$ cat config.mk
export PLATFORM = sky130hd
export DESIGN_NAME = memport_tester
export DESIGN_NICKNAME = d
export VERILOG_FILES = /design/src/rtl/memport_tester.sv
export SDC_FILE = /design/constraint.sdc
export NUM_CORES = 1
export LEC_CHECK = 0
export BUFFER_PORTS_ARGS = -buffer_cell sky130_fd_sc_hd__buf_2
export CAP_MARGIN = 0
export CORE_ASPECT_RATIO = 1.2
export CORE_MARGIN = 3
export CORE_UTILIZATION = 61
export CTS_CLUSTER_SIZE = 30
export DETAILED_ROUTE_END_ITERATION = 12
export PLACE_DENSITY = 0.95
export SKIP_LAST_GASP = 1
export SLEW_MARGIN = 5
export SYNTH_ARGS = -nofsm -noshare
export SYNTH_HDL_FRONTEND = slang
export SYNTH_SLANG_ARGS = --single-unit
$ cat constraint.sdc
create_clock -name clk -period 4.25 [get_ports clk]
set_clock_uncertainty 0.15 [all_clocks]
set_input_delay 0.6375 -clock clk [delete_from_list [all_inputs] [get_ports clk]]
set_output_delay 0.6375 -clock clk [all_outputs]
set_load 0.02 [all_outputs]
$ cat src/rtl/memport_tester.sv
module memport_tester #(
  parameter int AW = 10,
  parameter int DW = 16,
  parameter logic [AW-1:0] ADDR_TAPS = 10'h240,
  parameter logic [DW-1:0] DATA_TAPS = 16'hD008,
  parameter logic [AW-1:0] ADDR_SEED = 10'h001,
  parameter logic [DW-1:0] DATA_SEED = 16'hACE1,
  parameter int LEN_W = 4,
  parameter logic [7:0] LEN_SEED = 8'h5A,
  parameter int ERR_W = 4,
  parameter int RUN_W = 16
) (
  input  logic             clk,
  input  logic             rst_n,
  output logic             mem_req,
  output logic             mem_we,
  output logic [AW-1:0]    mem_addr,
  output logic [DW-1:0]    mem_wdata,
  input  logic             mem_ack,
  input  logic [DW-1:0]    mem_rdata,
  input  logic             mem_rvalid,
  output logic             fail,
  output logic [ERR_W-1:0] err_cnt,
  output logic [AW-1:0]    first_err_addr,
  output logic [RUN_W-1:0] run_cnt
);

  localparam logic [7:0]       LEN_TAPS = 8'hB8;
  localparam logic [ERR_W-1:0] ERR_MAX  = {ERR_W{1'b1}};

  typedef enum logic [1:0] {S_WR, S_RD, S_RW} st_t;

  st_t              st;
  logic [AW-1:0]    addr_q, addr_sv, rd_addr;
  logic [DW-1:0]    data_q, data_sv;
  logic [7:0]       len_q;
  logic [LEN_W-1:0] cnt;

  function automatic logic [AW-1:0] step_a(input logic [AW-1:0] s);
    return {s[AW-2:0], ^(s & ADDR_TAPS)};
  endfunction

  function automatic logic [DW-1:0] step_d(input logic [DW-1:0] s);
    return {s[DW-2:0], ^(s & DATA_TAPS)};
  endfunction

  wire hs   = mem_req & mem_ack;
  wire last = (cnt == len_q[LEN_W-1:0]);
  wire chk  = (st == S_RW) & mem_rvalid;
  wire bad  = chk & (mem_rdata != data_q);

  assign mem_req   = (st != S_RW);
  assign mem_we    = (st == S_WR);
  assign mem_addr  = addr_q;
  assign mem_wdata = data_q;

  always_ff @(posedge clk or negedge rst_n) begin
    if (!rst_n) begin
      st      <= S_WR;
      addr_q  <= ADDR_SEED;
      addr_sv <= ADDR_SEED;
      data_q  <= DATA_SEED;
      data_sv <= DATA_SEED;
      len_q   <= LEN_SEED;
      cnt     <= '0;
      rd_addr <= '0;
      run_cnt <= '0;
    end else begin
      case (st)
        S_WR: if (hs) begin
          if (last) begin
            addr_q <= addr_sv;
            data_q <= data_sv;
            cnt    <= '0;
            st     <= S_RD;
          end else begin
            addr_q <= step_a(addr_q);
            data_q <= step_d(data_q);
            cnt    <= cnt + 1'b1;
          end
        end
        S_RD: if (hs) begin
          rd_addr <= addr_q;
          addr_q  <= step_a(addr_q);
          st      <= S_RW;
        end
        S_RW: if (mem_rvalid) begin
          data_q <= step_d(data_q);
          if (last) begin
            addr_sv <= addr_q;
            data_sv <= step_d(data_q);
            len_q   <= {len_q[6:0], ^(len_q & LEN_TAPS)};
            run_cnt <= run_cnt + 1'b1;
            cnt     <= '0;
            st      <= S_WR;
          end else begin
            cnt <= cnt + 1'b1;
            st  <= S_RD;
          end
        end
        default: st <= S_WR;
      endcase
    end
  end

  always_ff @(posedge clk or negedge rst_n) begin
    if (!rst_n) begin
      err_cnt        <= '0;
      fail           <= 1'b0;
      first_err_addr <= '0;
    end else if (bad) begin
      if (err_cnt != ERR_MAX) err_cnt <= err_cnt + 1'b1;
      if (!fail) first_err_addr <= rd_addr;
      fail <= 1'b1;
    end
  end

endmodule

### Word-level counts from Yosys, hierarchy flattened

Cells that the tools add are included.

| word-level totals | value |
|---|---|
| word-level logic and storage cells | 60 |
| register bits after elaboration | 107 |
| bits of input ports | 20 |
| output and inout port bits | 59 |

| cells by class | value |
|---|---|
| mux-type cells | 18 |
| equality and inequality tests | 10 |
| bitwise operators | 4 |
| reductions and logical operators | 13 |
| $add $sub $neg | 3 |

Operators by type and width:

| operator | number |
|---|---|
| 2-to-1 mux 16 bit | 3 |
| case mux 16 bit (2 select lines) | 1 |
| 2-to-1 mux 10 bit | 3 |
| case mux 10 bit (2 select lines) | 1 |
| adder 16 x 1 -> 16 bit, second input constant | 1 |
| inequality test 16 bit | 1 |
| parity 16 bit | 1 |
| 2-to-1 mux 4 bit | 3 |
| parity 10 bit | 1 |
| AND reduction 3 bit | 3 |
| adder 4 x 1 -> 4 bit, second input constant | 2 |
| 2-to-1 mux 2 bit | 4 |
| case mux 4 bit (2 select lines) | 1 |
| parity 8 bit | 1 |
| inequality test 2 bit, second input constant | 3 |
| case mux 2 bit (3 select lines) | 1 |
| AND reduction 2 bit | 3 |
| equality test 4 bit | 1 |
| inequality test 2 x 1 -> 1 bit, second input constant | 2 |
| inequality test 4 bit, second input constant | 1 |
| AND reduction 4 bit | 1 |
| nonzero test 2 bit | 2 |
| bitwise AND 1 bit | 3 |
| equality test 2 x 1 -> 1 bit, second input constant | 1 |
| 4 further kinds | 4 |

### Depth between registers and ports, before layout

Gate-level depths: netlist of run 1.

| logic depth | value |
|---|---|
| depth after elaboration | 4 |
| mapped depth | 7 |

### Worst setup path after synthesis of run 1

Ideal clock, no wire load.

| timing | value |
|---|---|
| path kind | input-to-reg |
| start | input port mem_rdata[5] |
| end | register first_err_addr[0] |
| path slack | 2.104 ns |
| stages | 6 |
| library setup time | 0.125 ns |
| arrival | 1.871 ns |
| path through | xnor2_1 > nand4_1 > nor4_4 > or3_1 > buf_6 > mux2_4 |

| on the way | value |
|---|---|
| cells in the longest elaborated chain, start to end | 3 |

Ends and longest elaborated chain:

| element | line | text |
|---|---|---|
| from (decl) | 20 | `input logic [DW-1:0] mem_rdata,` |
| inequality test 16 bit | 50 | `wire bad = chk & (mem_rdata != data_q);` |
| bitwise AND 1 bit | 50 |  |
| AND reduction 2 bit (no source line) | - |  |
| to (signal assigned) | 113 | `if (!fail) first_err_addr <= rd_addr;` |
| to (decl) | 24 | `output logic [AW-1:0] first_err_addr,` |

No other way between the ends.
A chain may end at the register's enable or synchronous reset.

### Worst setup path in the final report of run 1

| timing | value |
|---|---|
| start | register len_q[3] |
| end | register data_q[3], in the netlist mem_wdata[3] |

| on the way | value |
|---|---|
| cells in the longest elaborated chain, start to end | 4 |

Ends and longest elaborated chain:

| element | line | text |
|---|---|---|
| from (decl) | 36 | `logic [7:0] len_q;` |
| from (signal assigned) | 92 | `len_q <= {len_q[6:0], ^(len_q & LEN_TAPS)};` |
| equality test 4 bit | 48 | `wire last = (cnt == len_q[LEN_W-1:0]);` |
| 2-to-1 mux 16 bit | 71 | `if (last) begin` |
| 2-to-1 mux 16 bit | 70 | `S_WR: if (hs) begin` |
| case mux 16 bit (2 select lines) | 69 | `case (st)` |
| to (signal assigned) | 73 | `data_q <= data_sv;` |
| to (signal assigned) | 78 | `data_q <= step_d(data_q);` |
| to (signal assigned) | 88 | `data_q <= step_d(data_q);` |
| to (decl) | 35 | `logic [DW-1:0] data_q, data_sv;` |

No other way between the ends. The select of a mux whose other input is x is not followed.

==> impl_metrics.toml, run 1 <==
[routing]
wl_per_cell_um = 17.4
ant_nets = 0
viasPerCell = 5.75
wirelength_mm = 9.48
drc = 0
drtIter0Drc = 116
num_vias = 3135
first_pass_iters = 5

[grt]
grt_use_total = 0.220
antenna_found_initial = 0
grt-ovfl-total = 0
grt_max_degree = 72
grt_pass1_wl_mm = 15.7
grt_pass1_vias = 3163

[worst_setup_path]
path_buf_inv = 1
worstReg2RegEnd = "mem_wdata[3]"
reg2reg_depth = 6
startpoint = "len_q[3]"
cp_num_cells = 6
endpoint_kind = "flip-flop"
cp.required_ns = 4.34
crit_family = "simple AND/OR/NAND/NOR gates"
crit_path_cell_trace = "xor2_1 > nor4_2 > buf_4 > and2_1 > mux2i_1 > o21ai_0"
r2r_slack_ns = 1.62
cp_slowest_stage_delay_ns = 0.80
path_max_fanout = 16
crit_type = "flip-flop to flip-flop"
arrival_ns = 2.72
crit_path_end = "mem_wdata[3]"
timing.rr.start = "len_q[3]"
slowest_stage = "and2_1"
start_kind = "flip-flop"

[placement]
io_buffers = 78
dpl_cell_area_um2 = 5240
finalWeightedCongestion = 0.739
place_hpwl_mm = 6.57

[synth]
async_flop_share = 1.00
synth_edf_count = 0
synth.distinct_cells = 36
synth-seq-area-share = 0.559
synth.avg_cell_area_um2 = 12.8
yosysTopAreaCell = "dfrtp_1"
synth_most_common_cell = "dfrtp_1"
synthCells = 377
syn-num-nets = 400
syn_area_um2 = 4840
ys_warn_count = 0
synthDominantCellAreaShare = 0.440
ys_ff_latch = 107
synth_area_leaders = "dfrtp_1 44%, dfstp_2 12%, mux2_2 11%"
ys_top_cells_by_count = "85 x dfrtp_1, 48 x mux2_2, 34 x nand2_1"
ys.flop_type = "dfrtp_1"

[power_and_ir_drop]
p_per_area_nw_per_um2 = 565
ir_worst_vdd_uv = 397
leakagePower_nw = 2.63

[clocking]
ctsResizeCount = 0
clk_pin_slew_ns = 0.10
clock_path_buffers = 2
holdBufCountCts = 0
cts_setup_buffers = 0
cts_max_level = 3
cts_made_buffers = 9
clock_latency_ns = 0.37
cts_tree = "done"
cts.root.buffer_cell = "clkbuf_8"
clock-sinks = 107

[die]
initial_core_util = 0.646
die_area_um2 = 9040
rows = 34
die_h_um = 104
core_um2 = 7490
io_pins = 79
die_w_um = 87.3

[finish]
nNetsFinal = 474
n_antenna_cell = 0
area_growth_syn_to_layout_pct = 12.3
utilization = 0.726
layout-drive-gt1-share = 0.393
final_area_um2 = 5430

[sta]
final.setup.tns_ns = 0
relSlewSlack = 0.342
period_share = 0.619
tightestPinTransition_ns = 0.987
rsz0062_at_grt = "no"
finalHoldViolations = 0
setup_viol = 0
fin_hold_ws_ns = 0.231
max_freq_mhz = 380
min_period_ns = 2.63
maxSlewViolCount = 0

[run]
drv_cap = 0

[run_status]
status = "finished, final reports clean"

[worst_hold_path]
hp-class = "input port to asynchronous set/reset pin"
==> metal layers <==
layer	wire [um]	GRT usage
met5	0	0
met4	172	0.0811
met3	460	0.0334
met2	5020	0.371
met1	3830	0.282
==> cell usage in the layout, fill, tap and decap left out, drive strengths merged <==
cell type / n
dfrtp: 85
buf: 81
mux2: 58
nand2: 34
o21ai: 31
xnor2: 29
mux2i: 26
dfstp: 22
xor2: 15
nand4: 13
nor2: 11
clkbuf: 10
and3: 6
nand2b: 4
inv: 4
nand3: 3
ha: 3
a21oi: 2
and4: 2
clkinvlp: 2
nor4: 2
and2: 2
nand3b: 1
o21a: 1
a31oi: 1
nor2b: 1
or3: 1
o22ai: 1
a21boi: 1
nor3: 1
o21bai: 1
bufinv: 1
==> cell families after synthesis <==
group,Yosys count,share of synthesized area
multiplexers,84,0.197
adder cells (fa/ha/maj),3,0.00776
buffers and inverters,20,0.0272
AND/OR/NAND/NOR,81,0.0861
flip-flops,107,0.559
AO/OA/AOI/OAI,38,0.0437
XOR/XNOR,44,0.0796
==> final cells by class <==
| type | count | area, um^2 |
|---|---|---|
| inverter | 2 | 7.51 |
| sequential | 107 | 2710 |
| clock buffer | 10 | 128 |
| clock inverter | 5 | 62.6 |
| fill | 488 | 2050 |
| tap | 90 | 113 |
| multi-input combinational | 250 | 2000 |
| timing repair buffer | 81 | 415 |
==> how the worst min path moves through the flow <==
stage                 from                end  slack, ns  cells past startpoint
4_1_cts              rst_n         rd_addr[6]       0.26                      1
6_report             rst_n  first_err_addr[2]       0.23                      1
3_5_place_dp   run_cnt[15]        run_cnt[15]       0.31                      1
3_3_place_gp   run_cnt[15]        run_cnt[15]       0.30                      1
5_1_grt              rst_n  first_err_addr[2]       0.29                      1
2_1_floorplan        rst_n         addr_sv[1]       0.19                      0
==> flip-flops by register name, summed over array words and instances (netlist names) <==
register	cells
first_err_addr	10
data_sv	16
mem_addr	10
fail	1
st	2
addr_sv	10
cnt	4
run_cnt	16
len_q	8
err_cnt	4
rd_addr	10
mem_wdata	16
==> metrics by stage <==
step           setup slack (ns)  std cells  total power (W)
3_5_place_dp               1.48        530          0.00248
2_1_floorplan              2.10        377          0.00214
4_1_cts                    1.63        545          0.00309
3_3_place_gp               1.48        530          0.00241
5_1_grt                    1.40        545          0.00324
6_report                   1.62        545          0.00307
==> worst reg2reg max path, stage by stage (launching register included) <==
cell     delay, ns
dfstp_2       0.58
xor2_1        0.08
nor4_2        0.26
buf_4         0.21
and2_1        0.80
mux2i_1       0.33
o21ai_0       0.11
==> power breakdown <==
part / total, W / internal [W] / switching, W / leakage, nW
Combinational: 0.000946 / 0.000394 / 0.000551 / 1.17
Sequential: 0.00151 / 0.00127 / 0.000244 / 1.38
Clock: 0.000611 / 0.000274 / 0.000337 / 0.0894
Note: power is estimated with default switching activity, not from simulation.
==> run 2: changes to the inputs <==
Settings changed: CORE_UTILIZATION 61 to 51, PLACE_DENSITY 0.95 to 0.86.
Clock period 4.25 ns to 2.15 ns, I/O delays scaled along.
==> impl_metrics.toml, run 2 (same netlist as run 1, synthesis figures left out) <==
[worst_setup_path]
cp_slowest_stage_delay_ns = 0.57
r2r_slack_ns = -0.02
arrival_ns = 2.27
path_max_fanout = 10
crit_type = "flip-flop to flip-flop"
slowest_stage = "dfstp_2"
endpoint_kind = "flip-flop"
reg2reg_depth = 6
path_buf_inv = 1
timing.rr.start = "mem_wdata[5]"
worstReg2RegEnd = "first_err_addr[6]"
crit_path_cell_trace = "xnor2_2 > nand4_1 > nor4_4 > or3_4 > buf_12 > mux2_4"
start_kind = "flip-flop"
crit_family = "simple AND/OR/NAND/NOR gates"
cp.required_ns = 2.26

[worst_hold_path]
hold_start = "mem_rvalid"
hold_depth = 2
hold_path_end = "st[1]"
hp-class = "input port to flip-flop"

[grt]
grt_use_total = 0.187
grt-ovfl-total = 0
grt_pass1_wl_mm = 15.6
grt_max_degree = 40
antenna_found_initial = 0
grt_pass1_vias = 3271

[finish]
nNetsFinal = 498
multi_input_area_um2 = 2030
fillerInstances = 726
layoutNonFillerInstCount = 600
utilization = 0.631
layout-drive-gt1-share = 0.433
n_antenna_cell = 0
area_growth_syn_to_layout_pct = 19.0
final_common_cell = "dfrtp_1"
seq_area_um2 = 2710
final_cell_mix = "85 x dfrtp_1, 77 x buf_2, 48 x mux2_2"

[routing]
drtIter0Drc = 105
drc = 0
num_vias = 3148
wl_met1_mm = 4.00
ant_nets = 0
wl_met2_mm = 4.94
top_layer = "met4"
wl_per_cell_um = 15.7
viasPerCell = 5.25
wirelength_mm = 9.43
first_pass_iters = 4
met3_length_um = 355

[clocking]
clock-sinks = 107
clock_path_buffers = 2
clk_pin_slew_ns = 0.10
cts_max_level = 3
clock_latency_ns = 0.37
cts_made_buffers = 9
cts_tree = "done"
cts.root.buffer_cell = "clkbuf_8"

[sta]
setup_viol = 10
rsz0062_at_grt = "yes"
min_period_ns = 2.17
max_freq_mhz = 462
relSlewSlack = 0.612
maxSlewViolCount = 0
period_share = 1.01
tightestPinTransition_ns = 0.581
finalWorstSetupSlack_ns = -0.0153
finalHoldViolations = 0
fin_hold_ws_ns = 0.0469

[run_status]
violations = "setup timing"
status = "complete, but fails checks"

[placement]
placed_cells = 578
io_buffers = 78
place_hpwl_mm = 6.75
finalWeightedCongestion = 0.805

[die]
die_w_um = 94.9
initial_core_util = 0.530
die_h_um = 113
rows = 38
die_area_um2 = 10700
io_pins = 79
core_um2 = 9130

[power_and_ir_drop]
ir_worst_vdd_uv = 644
p_per_area_nw_per_um2 = 1080
leakagePower_nw = 2.80

[run]
drv_cap = 0
-- run 2: cell types whose count changed in the layout (fill, tap and decap cells not counted), sizes merged --
cell         before  now
clkinv            0    2
bufinv            1    0
clkinvlp          2    1
dlygate4sd3       0    1
buf              81  104
clkbuf           10   12
inv               4    3
-- run 2: repair_timing --
item                                    CTS  global route
hold buffers                              1             0
gates resized for setup                   3             1
endpoints found under the setup margin   16            33
buffers inserted                          3             3
endpoints found under the hold margin    20             0
pin swaps                                 5             1
cloned                                    0             0
-- run 2: worst max-delay path by stage --
| stage | start | cells past startpoint | endpoint | slack [ns] |
|---|---|---|---|---|
| after floorplan | mem_wdata[5] | 6 | first_err_addr[0] | 0.03 |
| after global placement | mem_wdata[1] | 6 | first_err_addr[1] | 0.01 |
| after detailed placement | mem_wdata[6] | 6 | first_err_addr[6] | -0.04 |
| after CTS | mem_wdata[5] | 6 | first_err_addr[6] | 0.001 |
| after global routing | mem_wdata[5] | 6 | first_err_addr[6] | -0.07 |
| final | mem_wdata[5] | 6 | first_err_addr[6] | -0.02 |
-- run 2: area by class of cell --
type | instances | area share
inverters | 2 | 0.00130
repair buffers | 105 | 0.117
clock inverters | 4 | 0.00565
flip-flops and latches | 107 | 0.470
multi-input cells | 250 | 0.352
well taps | 120 | 0.0261
clock buffers | 12 | 0.0287
-- run 2: metrics by stage --
stage | setup WS [ns] | power (W) | TNS (ns) | cell area (um^2)
after floorplan | 0.0255 | 0.00423 | 0 | 4840
after detailed placement | -0.0353 | 0.00501 | -0.304 | 5490
final | -0.0153 | 0.00624 | -0.115 | 5760
after global placement | 0.00955 | 0.00488 | 0 | 5490
after global routing | -0.0681 | 0.00662 | -0.941 | 5760
after CTS | 0.00139 | 0.00627 | 0 | 5740
-- run 2: routing by layer --
metal | track usage | vias up
met5 | 0 | -
met4 | 0.0645 | 0
met3 | 0.0386 | 11
met2 | 0.316 | 65
met1 | 0.237 | 1566
li1 | - | 1506
-- run 2: worst reg2reg max path, stage by stage, from the launching register on --
cell and delay, ns:
dfstp_2 0.57, xnor2_2 0.13, nand4_1 0.17, nor4_4 0.39
or3_4 0.21, buf_12 0.14, mux2_4 0.31
-- run 2: report_power, final --
group / internal [W] / switching, W / total, W
registers: 0.00251 / 0.000440 / 0.00295
clock network: 0.000525 / 0.000674 / 0.00120
logic: 0.000932 / 0.00116 / 0.00209
total: 0.00397 / 0.00227 / 0.00624
==> run 3: changes to the inputs <==
Settings changed: SKIP_CTS_REPAIR_TIMING set to 1.
==> impl_metrics.toml, run 3 (same netlist as run 1, synthesis figures left out) <==
[run_status]
status = "complete, but fails checks"
violations = "setup timing"

[finish]
final_common_cell = "dfrtp_1"
n_antenna_cell = 0
area_growth_syn_to_layout_pct = 20.2
nNetsFinal = 500
layout-drive-gt1-share = 0.436
final_cell_mix = "85 x dfrtp_1, 77 x buf_2, 48 x mux2_2"

[sta]
maxSlewViolCount = 0
max_freq_mhz = 460
relSlewSlack = 0.611
tightestPinTransition_ns = 0.582
finalHoldViolations = 0
finalWorstSetupSlack_ns = -0.0239
rsz0062_at_grt = "yes"
setup_viol = 10
min_period_ns = 2.17
period_share = 1.01

[clocking]
cts_tree = "done"
clk_pin_slew_ns = 0.10
cts.root.buffer_cell = "clkbuf_8"
clock_latency_ns = 0.37
cts_made_buffers = 9
clock-sinks = 107
clock_path_buffers = 2
cts_max_level = 3

[worst_setup_path]
reg2reg_depth = 6
path_max_fanout = 10
arrival_ns = 2.28
worstReg2RegEnd = "first_err_addr[6]"
start_kind = "flip-flop"
cp.required_ns = 2.26
r2r_slack_ns = -0.02
crit_type = "flip-flop to flip-flop"
timing.rr.start = "mem_wdata[5]"
endpoint_kind = "flip-flop"

[placement]
io_buffers = 78
post-place-ws_ns = -0.0353
finalWeightedCongestion = 0.805
place_hpwl_mm = 6.75

[grt]
grt_pass1_vias = 3245
grt-ovfl-total = 0
grt_use_total = 0.185
grt_max_degree = 40
antenna_found_initial = 0
grt_pass1_wl_mm = 15.4

[die]
io_pins = 79
initial_core_util = 0.530
die_h_um = 113
rows = 38
die_area_um2 = 10700
core_um2 = 9130
die_w_um = 94.9

[routing]
viasPerCell = 5.34
drc = 0
drtIter0Drc = 101
ant_nets = 0
wirelength_mm = 9.76
first_pass_iters = 4
num_vias = 3217
wl_per_cell_um = 16.2

[run]
drv_cap = 0

[power_and_ir_drop]
leakagePower_nw = 2.83
power_w = 0.00626
p_per_area_nw_per_um2 = 1080
ir_worst_vdd_uv = 646

[worst_hold_path]
hold_depth = 2
hp-class = "input port to flip-flop"
hold_start = "mem_rvalid"
hold_path_end = "st[1]"
[run 3: layout make-up]
type / count / area [um^2]
repair buffers: 107 / 727
well taps: 120 / 150
multi-input cells: 250 / 2030
inverters: 2 / 7.51
fillers: 717 / 3310
clock buffers: 12 / 165
clock inverters: 4 / 32.5
flip-flops and latches: 107 / 2710
[run 3: worst max path at each step]
| stage | from | endpoint | depth (start not counted) |
|---|---|---|---|
| floorplan | mem_wdata[5] | first_err_addr[0] | 6 |
| global placement | mem_wdata[1] | first_err_addr[1] | 6 |
| detailed placement | mem_wdata[6] | first_err_addr[6] | 6 |
| CTS | mem_wdata[6] | first_err_addr[6] | 6 |
| global route | mem_wdata[13] | first_err_addr[6] | 6 |
| finish | mem_wdata[5] | first_err_addr[6] | 6 |
[run 3: critical path, cell delays in order, from the launching register on]
cell     delay [ns]
dfstp_2        0.57
xnor2_2        0.14
nand4_1        0.16
nor4_4         0.40
or3_4          0.21
buf_12         0.14
mux2_4         0.30
[run 3: metrics by stage]
stage,instance area (um^2),hold WS (ns),TNS (ns),instances,util
2_1_floorplan,4840,-0.123,0,377,-
3_3_place_gp,5490,0.139,0,578,0.602
3_5_place_dp,5490,0.148,-0.304,578,0.602
4_1_cts,5690,-0.264,-0.477,594,0.623
5_1_grt,5820,0.0717,-0.723,602,0.637
6_report,5820,0.0487,-0.208,602,0.637
[run 3: routing by layer]
metal  share of wire  vias up  GRT usage
met5               0        -          0
met4           0.014        0     0.0616
met3           0.044        9     0.0386
met2            0.54       86      0.315
met1            0.41     1609      0.233
li1                -     1513          -
[run 3: where the power goes]
| part | switching (W) | total [W] | internal (W) |
|---|---|---|---|
| registers | 0.000452 | 0.00296 | 0.00251 |
| clock network | 0.000681 | 0.00121 | 0.000525 |
| logic | 0.00116 | 0.00209 | 0.000930 |
